===== config.mk =====
export PLATFORM = sky130hd
export DESIGN_NAME = bank_addr_former
export DESIGN_NICKNAME = d
export VERILOG_FILES = /design/src/rtl/bank_addr_former.sv
export SDC_FILE = /design/constraint.sdc
export NUM_CORES = 1
export LEC_CHECK = 0
export ABC_AREA = 1
export BUFFER_PORTS_ARGS = -buffer_cell sky130_fd_sc_hd__buf_2
export CORE_ASPECT_RATIO = 1.2
export CORE_MARGIN = 1
export CORE_UTILIZATION = 27
export CTS_CLUSTER_SIZE = 30
export DETAILED_ROUTE_END_ITERATION = 10
export GPL_TIMING_DRIVEN = 0
export PLACE_DENSITY = 0.84
export SLEW_MARGIN = 20
export SYNTH_ARGS = -nofsm -noshare
export SYNTH_HDL_FRONTEND = slang
export SYNTH_SLANG_ARGS = --single-unit

===== constraint.sdc =====
create_clock -name clk -period 0.8 [get_ports clk]
set_input_delay 0.04 -clock clk [delete_from_list [all_inputs] [get_ports clk]]
set_output_delay 0.04 -clock clk [all_outputs]
set_load 0.05 [all_outputs]

===== src/rtl/bank_addr_former.sv =====
module bank_addr_former #(
  parameter int AW    = 12,
  parameter int FW    = 8,
  parameter int BW    = AW - FW,
  parameter int SPLIT = 96
) (
  input  logic          clk,
  input  logic          rst_n,
  input  logic          bank_ld,
  input  logic [BW-1:0] bank_din,
  input  logic [FW-1:0] file_addr,
  input  logic          acc_bit,
  input  logic          dest_bit,
  input  logic          full_mode,
  input  logic [AW-1:0] full_addr,
  input  logic [1:0]    iclass,
  output logic [AW-1:0] src_addr,
  output logic [AW-1:0] wb_addr,
  output logic          we_file,
  output logic          we_work
);
  localparam int HW = AW - FW;
  localparam logic [FW-1:0] SPLIT_V = FW'(SPLIT);

  logic [BW-1:0] bank;
  logic          acc_hi;
  logic [AW-1:0] win_addr;
  logic [AW-1:0] bnk_addr;

  always_ff @(posedge clk or negedge rst_n)
    if (!rst_n)       bank <= '0;
    else if (bank_ld) bank <= bank_din;

  assign acc_hi   = (file_addr >= SPLIT_V);
  assign win_addr = {{HW{acc_hi}}, file_addr};
  assign bnk_addr = {bank, file_addr};
  assign src_addr = full_mode ? full_addr : (acc_bit ? bnk_addr : win_addr);
  assign wb_addr  = src_addr;

  always_comb begin
    we_file = 1'b0;
    we_work = 1'b0;
    case (iclass)
      2'd0: begin we_file = dest_bit; we_work = ~dest_bit; end
      2'd1: we_file = 1'b1;
      2'd2: we_work = 1'b1;
      default: ;
    endcase
  end

  AST_WE_EXCL: assert property (@(posedge clk) disable iff (!rst_n)
    !(we_file && we_work));
  AST_BANK_LOAD: assert property (@(posedge clk) disable iff (!rst_n)
    bank_ld |=> (bank == $past(bank_din)));
  AST_BANK_HOLD: assert property (@(posedge clk) disable iff (!rst_n)
    !bank_ld |=> $stable(bank));
  AST_WIN_HIGH: assert property (@(posedge clk) disable iff (!rst_n)
    (!full_mode && !acc_bit && file_addr >= SPLIT_V) |-> (&src_addr[AW-1:FW]));
  AST_WIN_LOW: assert property (@(posedge clk) disable iff (!rst_n)
    (!full_mode && !acc_bit && file_addr < SPLIT_V) |-> (src_addr[AW-1:FW] == '0));
  AST_WB_SAME: assert property (@(posedge clk) disable iff (!rst_n)
    wb_addr == src_addr);
  AST_CLASS_NONE: assert property (@(posedge clk) disable iff (!rst_n)
    (iclass == 2'd3) |-> (!we_file && !we_work));
endmodule


==> results of run 1 <==
-- area by class of cell --
class / count / area share (%)
timing repair buffer: 60 / 43.5
multi-input combinational: 45 / 29.9
buffer: 14 / 11.8
sequential: 4 / 9.23
clock buffer: 3 / 2.08
tap: 17 / 1.96
inverter: 4 / 1.61
-- repair_timing --
| item | in CTS | in global routing |
|---|---|---|
| hold buffers | 1 | 0 |
| pin swaps | 4 | 5 |
| gates cloned | 0 | 1 |
| setup buffers | 1 | 0 |
| setup endpoints to repair | 24 | 23 |
| hold endpoints to repair | 4 | 0 |
| resized for setup | 34 | 25 |
-- power groups by stage --
stage / sequential, mW / combinational, mW / clock (mW)
floorplan: 0.237 / 0.665 / 0
global placement: 0.239 / 0.859 / 0
detailed placement: 0.242 / 0.868 / 0
CTS: 0.240 / 0.985 / 0.265
global route: 0.242 / 1.11 / 0.264
finish: 0.239 / 1.06 / 0.250
-- worst max-delay path: stages, from the launching register on --
cell and delay, ns:
sky130_fd_sc_hd__dfrtp_1 0.38, sky130_fd_sc_hd__a21oi_2 0.19, sky130_fd_sc_hd__a21oi_4 0.08, sky130_fd_sc_hd__buf_6 0.12, sky130_fd_sc_hd__buf_8 0.14
-- cell families after synthesis --
logic type / Yosys count / synth area share, %
simple gates: 32 / 27.4
mux: 4 / 10.1
compound gates: 9 / 11.7
flops: 4 / 22.3
buf+inv: 18 / 28.5
-- layout by cell type (no fill, tap or decap) --
cell type and count:
sky130_fd_sc_hd__nor2_4 2, sky130_fd_sc_hd__nand2_2 13, sky130_fd_sc_hd__buf_2 33, sky130_fd_sc_hd__nand2_1 12, sky130_fd_sc_hd__o21ai_2 1, sky130_fd_sc_hd__a21oi_2 4
sky130_fd_sc_hd__buf_4 15, sky130_fd_sc_hd__inv_1 3, sky130_fd_sc_hd__dfrtp_1 4, sky130_fd_sc_hd__mux2_2 4, sky130_fd_sc_hd__buf_8 11, sky130_fd_sc_hd__buf_6 11
sky130_fd_sc_hd__clkbuf_4 6, sky130_fd_sc_hd__a21oi_4 4, sky130_fd_sc_hd__nor2_2 1, sky130_fd_sc_hd__inv_4 1, sky130_fd_sc_hd__nor2_1 4, sky130_fd_sc_hd__dlygate4sd3_1 1
-- final timing paths --
check	to	slack (ns)	depth (start not counted)
max in group asynchronous	bank[1]$_DFFE_PN0P_	0.55	2
worst max register to register	bank[2]$_DFFE_PN0P_	-0.07	2
worst min register to register	bank[0]$_DFFE_PN0P_	0.52	1
worst max-delay path	wb_addr[9]	-0.38	4
min in group asynchronous	bank[0]$_DFFE_PN0P_	0.13	2
worst min-delay path	bank[0]$_DFFE_PN0P_	0.04	2
-- per-layer routing --
metal,up-vias,GRT usage (%),part of all wire (%)
met5,-,0,0
met4,0,10.3,0.94
met3,2,0.483,13
met2,48,36.0,56
met1,312,13.8,30
li1,325,-,-
-- stage by stage --
step           hold slack [ns]  cells  setup slack [ns]  util, %
3_3_place_gp            -0.156    141            -0.193     57.3
5_1_grt                 0.0324    147            -0.413     72.3
6_report                0.0364    147            -0.382     72.3
4_1_cts                 0.0255    146            -0.394     66.8
2_1_floorplan           -0.256     67            -0.206        -
3_5_place_dp            -0.149    141            -0.199     57.3
==> results.cfg, run 1 <==
[sta]
finalHoldViolCount = 0
finalSetupViolations = 9
period_needed_ns = 1.18
timing_worst_slew_pin_value_ns = 0.257
fin_ws_ns = -0.382
fmax_ghz = 0.846
worst_slew_margin_relative_to_its_limit_pct = 83.0
setup_tns_ns = -2.72
worst_clock_skew_ns = 0
slew_viol_final = 0
rsz_0062_raised_after_global_routing = yes
final_min_period_over_clock_period_pct = 148

[synthesis]
ys_warn_count = 0
synth.most_common_cell = sky130_fd_sc_hd__nand2_1
share_of_flip_flops_with_an_asynchronous_set_or_reset_after_synthesis_pct = 100
count_of_flip_flops_with_a_built_in_enable_after_synthesis = 0
postSynthAreaPerCell_sq_um = 6.69
mappedNetlistArea_sq_um = 448
ys_top_cells_by_area = sky130_fd_sc_hd__dfrtp_1 22%, sky130_fd_sc_hd__nand2_1 21%, sky130_fd_sc_hd__buf_4 20%, sky130_fd_sc_hd__mux2_2 10%, sky130_fd_sc_hd__a21oi_1 6.7%
synth_sequential_area_ratio_pct = 22.3
ys.flop_type = sky130_fd_sc_hd__dfrtp_1
synth_area_leader_cell = sky130_fd_sc_hd__dfrtp_1
synthCells = 67
synth_top_cell_area_share_pct = 22.3
syn-num-nets = 99
post_synth_most_frequent_cells = 25 x sky130_fd_sc_hd__nand2_1, 12 x sky130_fd_sc_hd__buf_4, 6 x sky130_fd_sc_hd__a21oi_1, 6 x sky130_fd_sc_hd__nor2_1
ys_ff_latch = 4
netlist-cell-type-count = 12

[layout]
fin_area_sq_um = 1080
post_route_cells_drive_above_1_share_pct = 81.5
largest_register = bank
multi_input_gate_area_in_the_final_layout_sq_um = 324
nNetsFinal = 164
largest_registers = bank x4
syn2layout_area_growth_pct = 142
fillCellCount = 121
largest_reg_flops = 4
diodes = 0
final-seq-area_sq_um = 100

[critical_path]
setup.worst_path.start = bank[1]$_DFFE_PN0P_
worstSetupEndpointType = output port
origin_of_the_critical_flop_to_flop_path = bank[2]$_DFFE_PN0P_
startpoint_type = flip-flop
setup.worst_path.class = flip-flop to output port
worst-endpoint-arrival_ns = 1.14
timing.critical_path.required_ns = 0.76
critical_path_peak_fanout = 2

[pwr]
internal_power_uw = 828
cellLeakagePower_nw = 0.579
switching_power_uw = 723
sw_frac_of_total_pct = 46.6
power_density_nw_per_um2 = 1430
peakVddDrop_v = 0.00112
clockPowerShare_pct = 16.1
totalPowerFinal_mw = 1.55
power_frac_seq_pct = 15.4
combPwrFrac_pct = 68.5

[grt]
pin_count_of_the_biggest_net_entering_global_routing = 11
initial_antenna_violation_count = 0
global_route_wire_length_before_repair_microns = 2070
first_global_vias = 577
grt_usage_pct = 16.8
globalRoute.totalOverflow = 0

[clock_tree]
cts_tree = done
h-tree-depth = 1
clk-insertion-delay-late_ns = 0.24
clock_path_buffers = 2
cts_made_buffers = 3
clk_pin_slew_ns = 0.03
clk_root_buffer_cell = sky130_fd_sc_hd__clkbuf_4
cts.sink_count = 4

[place]
hpwl_microns = 1170
placement.cell_area_sq_um = 861
placement.io_buffers = 57
gp_congestion = 0.635

[drt]
detail_route.wl_per_cell_microns = 11.6
antenna_violation_net_count_after_detailed_routing = 0
route.detailed.drc = 0
wl_final_microns = 1700
drt_pass1_iterations = 4
dr_total_vias = 687
avg_vias_per_cell = 4.67
drt_iter0_markers = 5

[outcome]
run_status = finished with violations
violations = setup timing

[min_path]
worst_hold_path_type = primary input to flip-flop
hp-start = bank_din[0]

[floorplan]
ioPinCount = 58
area_of_the_placeable_core_sq_um = 1500
initial_utilization_pct = 29.8
fp-row-count = 15
dieArea_sq_um = 1830
dieHeight_microns = 46.6
die_width_microns = 39.2

[run]
cap_viol_max_count = 0
Power figures use the tool's default switching activity.
==> run 2, diff against run 1 <==
ABC_AREA = not set   (was 1)
PLACE_DENSITY = 0.86   (was 0.84)
TNS_END_PERCENT = 20   (was not set)
==> run 2 against run 1 <==
Against the previous run: the run still ends with setup timing left; final area is 8.9% lower; first-iteration DRC count decreased by 60%; total power down 4.6%; clock power decreased by 5%; cell count down 20%; worst hold slack improved by 0.012 ns; combinational power fell by 6%; sequential power about the same; sequential share of layout area grew 0.90 points; sequential cell count stayed put; register-to-register slack better by 0.09 ns; via count shrank 22%; largest power group unchanged; highest routed layer unchanged.
==> results.cfg, run 2 <==
[clock_tree]
clk-insertion-delay-late_ns = 0.23
h-tree-depth = 1
cts.sink_count = 4
cts_made_buffers = 3
clock_path_buffers = 2
clk_root_buffer_cell = sky130_fd_sc_hd__clkbuf_4
cts_tree = done
clk_pin_slew_ns = 0.03

[sta]
period_needed_ns = 1.41
fmax_ghz = 0.711
setup_tns_ns = -4.40
slew_viol_final = 0
final_min_period_over_clock_period_pct = 176
worst_clock_skew_ns = 0
rsz_0062_raised_after_global_routing = yes
fin_ws_ns = -0.606
timing_worst_slew_pin_value_ns = 0.259
worst_slew_margin_relative_to_its_limit_pct = 82.8
finalHoldViolCount = 0
finalSetupViolations = 24

[floorplan]
fp-row-count = 15
dieArea_sq_um = 1740
area_of_the_placeable_core_sq_um = 1460
ioPinCount = 58
dieHeight_microns = 45.5
initial_utilization_pct = 29.1
die_width_microns = 38.3

[drt]
wl_final_microns = 1480
drt_pass1_iterations = 2
dr_total_vias = 533
avg_vias_per_cell = 4.52
drt_iter0_markers = 2
detail_route.wl_per_cell_microns = 12.5
route.detailed.drc = 0
antenna_violation_net_count_after_detailed_routing = 0

[synthesis]
postSynthAreaPerCell_sq_um = 10.7
ys.flop_type = sky130_fd_sc_hd__dfrtp_1
syn-num-nets = 72
ys_top_cells_by_area = sky130_fd_sc_hd__mux2_2 32%, sky130_fd_sc_hd__dfrtp_1 23%, sky130_fd_sc_hd__buf_4 21%, sky130_fd_sc_hd__o221a_2 7.9%, sky130_fd_sc_hd__a2111o_1 2.6%
ys_warn_count = 0
synth_top_cell_area_share_pct = 31.7
mappedNetlistArea_sq_um = 427
share_of_flip_flops_with_an_asynchronous_set_or_reset_after_synthesis_pct = 100
synth_sequential_area_ratio_pct = 23.5
count_of_flip_flops_with_a_built_in_enable_after_synthesis = 0
synth_area_leader_cell = sky130_fd_sc_hd__mux2_2
synthCells = 40
netlist-cell-type-count = 12
ys_ff_latch = 4
post_synth_most_frequent_cells = 12 x sky130_fd_sc_hd__buf_4, 12 x sky130_fd_sc_hd__mux2_2, 4 x sky130_fd_sc_hd__dfrtp_1

[layout]
nNetsFinal = 135
largest_reg_flops = 4
largest_register = bank
post_route_cells_drive_above_1_share_pct = 88.1
diodes = 0
layoutNonFillerInstCount = 118
layout.cells.most_common_list = 34 x sky130_fd_sc_hd__buf_2, 22 x sky130_fd_sc_hd__buf_6, 11 x sky130_fd_sc_hd__buf_4
syn2layout_area_growth_pct = 132
layout_commonest_cell = sky130_fd_sc_hd__buf_2
layout.core_utilization_pct = 67.5
largest_registers = bank x4

[grt]
initial_antenna_violation_count = 0
globalRoute.totalOverflow = 0
first_global_vias = 496
global_route_wire_length_before_repair_microns = 1970
pin_count_of_the_biggest_net_entering_global_routing = 11
grt_usage_pct = 16.1

[place]
hpwl_microns = 1040
dp.cells = 114
gp_congestion = 0.677
placement.io_buffers = 57
placement.setup.worst_slack_ns = -0.423

[critical_path]
r2r_slack_ns = 0.02
setup.worst_path.class = flip-flop to output port
worst-endpoint-arrival_ns = 1.37
startpoint_type = flip-flop
critical_path_peak_fanout = 2
worstSetupEndpointType = output port
timing.critical_path.required_ns = 0.76

[run]
cap_viol_max_count = 0

[pwr]
internal_power_uw = 826
peakVddDrop_v = 0.00103
power_density_nw_per_um2 = 1500
combPwrFrac_pct = 67.8
switching_power_uw = 653
clockPowerShare_pct = 16.1
sw_frac_of_total_pct = 44.2
power_frac_seq_pct = 16.1
totalPowerFinal_mw = 1.48
cellLeakagePower_nw = 0.534

[min_path]
worst_hold_path_type = primary input to flip-flop

[outcome]
violations = setup timing
run_status = finished with violations
[run 2: power by group through the flow]
stage | sequential [mW] | clock, mW | combinational (mW)
global placement | 0.237 | 0 | 0.786
global route | 0.241 | 0.261 | 1.04
detailed placement | 0.238 | 0 | 0.797
CTS | 0.235 | 0.253 | 0.974
floorplan | 0.233 | 0 | 0.610
finish | 0.238 | 0.238 | 1.00
[run 2: what timing repair did]
item	CTS	global route
buffers inserted	0	0
hold buffers	1	0
endpoints found under the hold margin	4	0
cloned	0	0
resized for setup	55	4
setup endpoints to repair	24	24
[run 2: through the flow]
step,area [sq um],hold slack [ns]
6_report,988,0.0487
2_1_floorplan,442,-0.256
3_3_place_gp,748,-0.155
5_1_grt,988,0.0452
4_1_cts,958,0.0410
3_5_place_dp,748,-0.150
[run 2: layout make-up]
class | count | area [sq um]
flip-flops and latches | 4 | 100
repair buffers | 58 | 443
fillers | 104 | 475
clock buffers | 3 | 22.5
well taps | 17 | 21.3
inverters | 2 | 7.51
plain buffers | 13 | 113
multi-input cells | 21 | 282
[run 2: critical path, stage by stage, from the launching register on]
cell and delay [ns]:
sky130_fd_sc_hd__dfrtp_1 0.37, sky130_fd_sc_hd__or3b_1 0.36, sky130_fd_sc_hd__o211a_4 0.16, sky130_fd_sc_hd__buf_8 0.12, sky130_fd_sc_hd__buf_8 0.14
[run 2: logic make-up (layout without fill, tap and decap cells)]
kind of cell / count (synthesis) / in the layout / synth area share (%)
buffers and inverters: 15 / 76 / 25.5
multiplexers: 12 / 12 / 31.7
AO/OA/AOI/OAI: 7 / 7 / 15.8
flip-flops: 4 / 4 / 23.5
AND/OR/NAND/NOR: 2 / 2 / 3.52
[run 2: worst paths after layout]
| check | start | endpoint | cells past startpoint |
|---|---|---|---|
| hold reg to reg | bank[2]$_DFFE_PN0P_ | bank[2]$_DFFE_PN0P_ | 1 |
| max in group asynchronous | rst_n | bank[3]$_DFFE_PN0P_ | 2 |
| setup reg to reg | bank[1]$_DFFE_PN0P_ | bank[1]$_DFFE_PN0P_ | 1 |
| hold / removal | bank_din[2] | bank[2]$_DFFE_PN0P_ | 2 |
| min in group asynchronous | rst_n | bank[1]$_DFFE_PN0P_ | 2 |
| setup / recovery | bank[2]$_DFFE_PN0P_ | wb_addr[10] | 4 |
[run 2: metal layers]
metal | wire length, microns | up-vias | GRT usage [%]
met4 | 19 | 0 | 6.43
met1 | 534 | 246 | 15.2
li1 | - | 259 | -
met2 | 863 | 26 | 32.2
met5 | 0 | - | 0
met3 | 62 | 2 | 3.43
==> run 3, diff against run 2 <==
SETUP_SLACK_MARGIN = 0.5   (was not set)
==> run 3 against run 2 <==
Against the previous run: the flow still finishes with violations (setup timing); sequential share of layout area fell by 0.85 points; die area stayed put; maximum frequency shrank 1.1%; non-clock buffer count up 1; sequential cell count unchanged; via count up 6.6%; worst hold slack lost 0.0058 ns; total power increased by 5.9%; highest routed layer unchanged; largest power group unchanged; sequential power barely moved.
==> results.cfg, run 3 (synthesis gave the netlist of run 2 again) <==
[critical_path]
worstSetupEndpointType = output port
r2r_slack_ns = -0.10
timing.critical_path.slowest_cell_delay_ns = 0.37
setup.worst_path.class = flip-flop to output port
timing.critical_path.mode_cell = sky130_fd_sc_hd__buf_8
critical_path_peak_fanout = 2
worstPathCellList = or3b_1 > o211a_4 > buf_8 > buf_8
critical_path.reg2reg.endpoint = bank[1]$_DFFE_PN0P_
cpMaxStageDelayCell = sky130_fd_sc_hd__or3b_1
origin_of_the_critical_flop_to_flop_path = bank[1]$_DFFE_PN0P_
cp_top_family = simple AND/OR/NAND/NOR gates
timing.critical_path.required_ns = 0.76
worst-endpoint-arrival_ns = 1.38
worstPathBufferInverterCount = 2
worstRegToRegCells = 2
startpoint_type = flip-flop

[pwr]
internal_power_uw = 879
cellLeakagePower_nw = 0.563
sw_frac_of_total_pct = 43.9
clockPowerShare_pct = 15.5
switching_power_uw = 688
power_frac_seq_pct = 15.2
totalPowerFinal_mw = 1.57
combPwrFrac_pct = 69.3
peakVddDrop_v = 0.000920
power_density_nw_per_um2 = 1450

[clock_tree]
h-tree-depth = 1
cts_tree = done
clk_pin_slew_ns = 0.04
cts.sink_count = 4
cts_made_buffers = 3
clk_root_buffer_cell = sky130_fd_sc_hd__clkbuf_4
clk-insertion-delay-late_ns = 0.23
clock_path_buffers = 2

[sta]
finalHoldViolCount = 0
timing_worst_slew_pin_value_ns = 0.252
fmax_ghz = 0.703
slew_viol_final = 0
finalSetupViolations = 19
worst_clock_skew_ns = 0
period_needed_ns = 1.42
fin_ws_ns = -0.622
final_min_period_over_clock_period_pct = 178
rsz_0062_raised_after_global_routing = yes
worst_slew_margin_relative_to_its_limit_pct = 83.3

[drt]
route.detailed.drc = 0
detail_route.wl_per_cell_microns = 16.1
antenna_violation_net_count_after_detailed_routing = 0
dr_total_vias = 568
drt_iter0_markers = 0
wl_final_microns = 1920
avg_vias_per_cell = 4.77
drt_pass1_iterations = 1

[place]
hpwl_microns = 1140
placement.setup.worst_slack_ns = -0.433
placement.cell_area_sq_um = 768
gp_congestion = 0.690
placement.io_buffers = 57

[layout]
nNetsFinal = 136
multi_input_gate_area_in_the_final_layout_sq_um = 293
layout.core_utilization_pct = 73.7
largest_reg_flops = 4
fin_area_sq_um = 1080
fillCellCount = 109
layout.cells.most_common_list = 28 x sky130_fd_sc_hd__buf_2, 25 x sky130_fd_sc_hd__buf_6, 10 x sky130_fd_sc_hd__buf_4
final-seq-area_sq_um = 100
largest_register = bank
post_route_cells_drive_above_1_share_pct = 90.2
diodes = 0
layout_commonest_cell = sky130_fd_sc_hd__buf_2
syn2layout_area_growth_pct = 153
largest_registers = bank x4

[outcome]
run_status = finished with violations
violations = setup timing

[min_path]
hold-path-endpoint = bank[2]$_DFFE_PN0P_
hold-path-cell-count = 2
hp-start = bank_din[2]
worst_hold_path_type = primary input to flip-flop

[floorplan]
die_width_microns = 38.3
fp-row-count = 15
area_of_the_placeable_core_sq_um = 1460
initial_utilization_pct = 29.1
ioPinCount = 58
dieArea_sq_um = 1740
dieHeight_microns = 45.5

[grt]
global_route_wire_length_before_repair_microns = 2600
pin_count_of_the_biggest_net_entering_global_routing = 11
grt_usage_pct = 22.4
first_global_vias = 608
globalRoute.totalOverflow = 0
initial_antenna_violation_count = 0

[run]
cap_viol_max_count = 0
==> run 3: changes by cell type in the layout (fill, tap and decap cells not counted), sizes merged <==
cell,previous run,this run
buf,70,71
==> run 3: what timing repair did <==
action / 4_1_cts / 5_1_grt
endpoints found under the setup margin: 30 / 30
hold buffers: 1 / 0
gates cloned: 0 / 0
buffers inserted: 1 / 0
resized for setup: 57 / 16
hold endpoints to repair: 4 / 0
pin swaps: 2 / 2
==> run 3: worst register-to-register path, delay by kind of cell, from the launching register on <==
kind | cells | cell delay [ns]
buffers and inverters | 1 | 0.14
DFF | 1 | 0.39
muxes | 1 | 0.25
==> run 3: cell type report <==
class / count / share of cell area, %
inverters: 2 / 0.928
plain buffers: 13 / 11.9
clock buffers: 3 / 2.09
multi-input cells: 21 / 27.1
flip-flops and latches: 4 / 9.28
well taps: 17 / 1.97
repair buffers: 59 / 46.6
==> run 3: metrics by stage <==
stage / setup TNS [ns] / hold slack [ns] / cells
4_1_cts: -4.07 / 0.0365 / 119
3_3_place_gp: -4.40 / -0.155 / 114
6_report: -4.03 / 0.0429 / 119
2_1_floorplan: -1.67 / -0.256 / 40
5_1_grt: -4.42 / 0.0463 / 119
3_5_place_dp: -4.74 / -0.154 / 114
==> run 3: layer usage <==
layer / vias up / part of all wire, % / routed length, microns / GRT usage [%]
met3: 8 / 5.5 / 105 / 3.92
met2: 36 / 60 / 1160 / 49.5
li1: 259 / - / - / -
met5: - / 0 / 0 / 0
met4: 0 / 4.6 / 89 / 11.4
met1: 265 / 30 / 569 / 16.1
==> run 3: power groups by stage <==
stage / Combinational [mW] / Sequential [mW] / Clock [mW]
CTS: 1.00 / 0.237 / 0.253
floorplan: 0.625 / 0.233 / 0
global placement: 0.800 / 0.239 / 0
global route: 1.12 / 0.242 / 0.265
detailed placement: 0.816 / 0.239 / 0
finish: 1.09 / 0.239 / 0.243
==> run 3: worst max-delay path by stage <==
| stage | endpoint | slack, ns | startpoint | cells past startpoint |
|---|---|---|---|---|
| final | wb_addr[10] | -0.62 | bank[2]$_DFFE_PN0P_ | 4 |
| after global routing | wb_addr[10] | -0.67 | bank[2]$_DFFE_PN0P_ | 4 |
| after CTS | wb_addr[10] | -0.63 | bank[2]$_DFFE_PN0P_ | 4 |
| after detailed placement | wb_addr[10] | -0.43 | bank[2]$_DFFE_PN0P_ | 4 |
| after global placement | wb_addr[10] | -0.42 | bank[2]$_DFFE_PN0P_ | 4 |
| after floorplan | wb_addr[10] | -0.33 | bank[2]$_DFFE_PN0P_ | 3 |
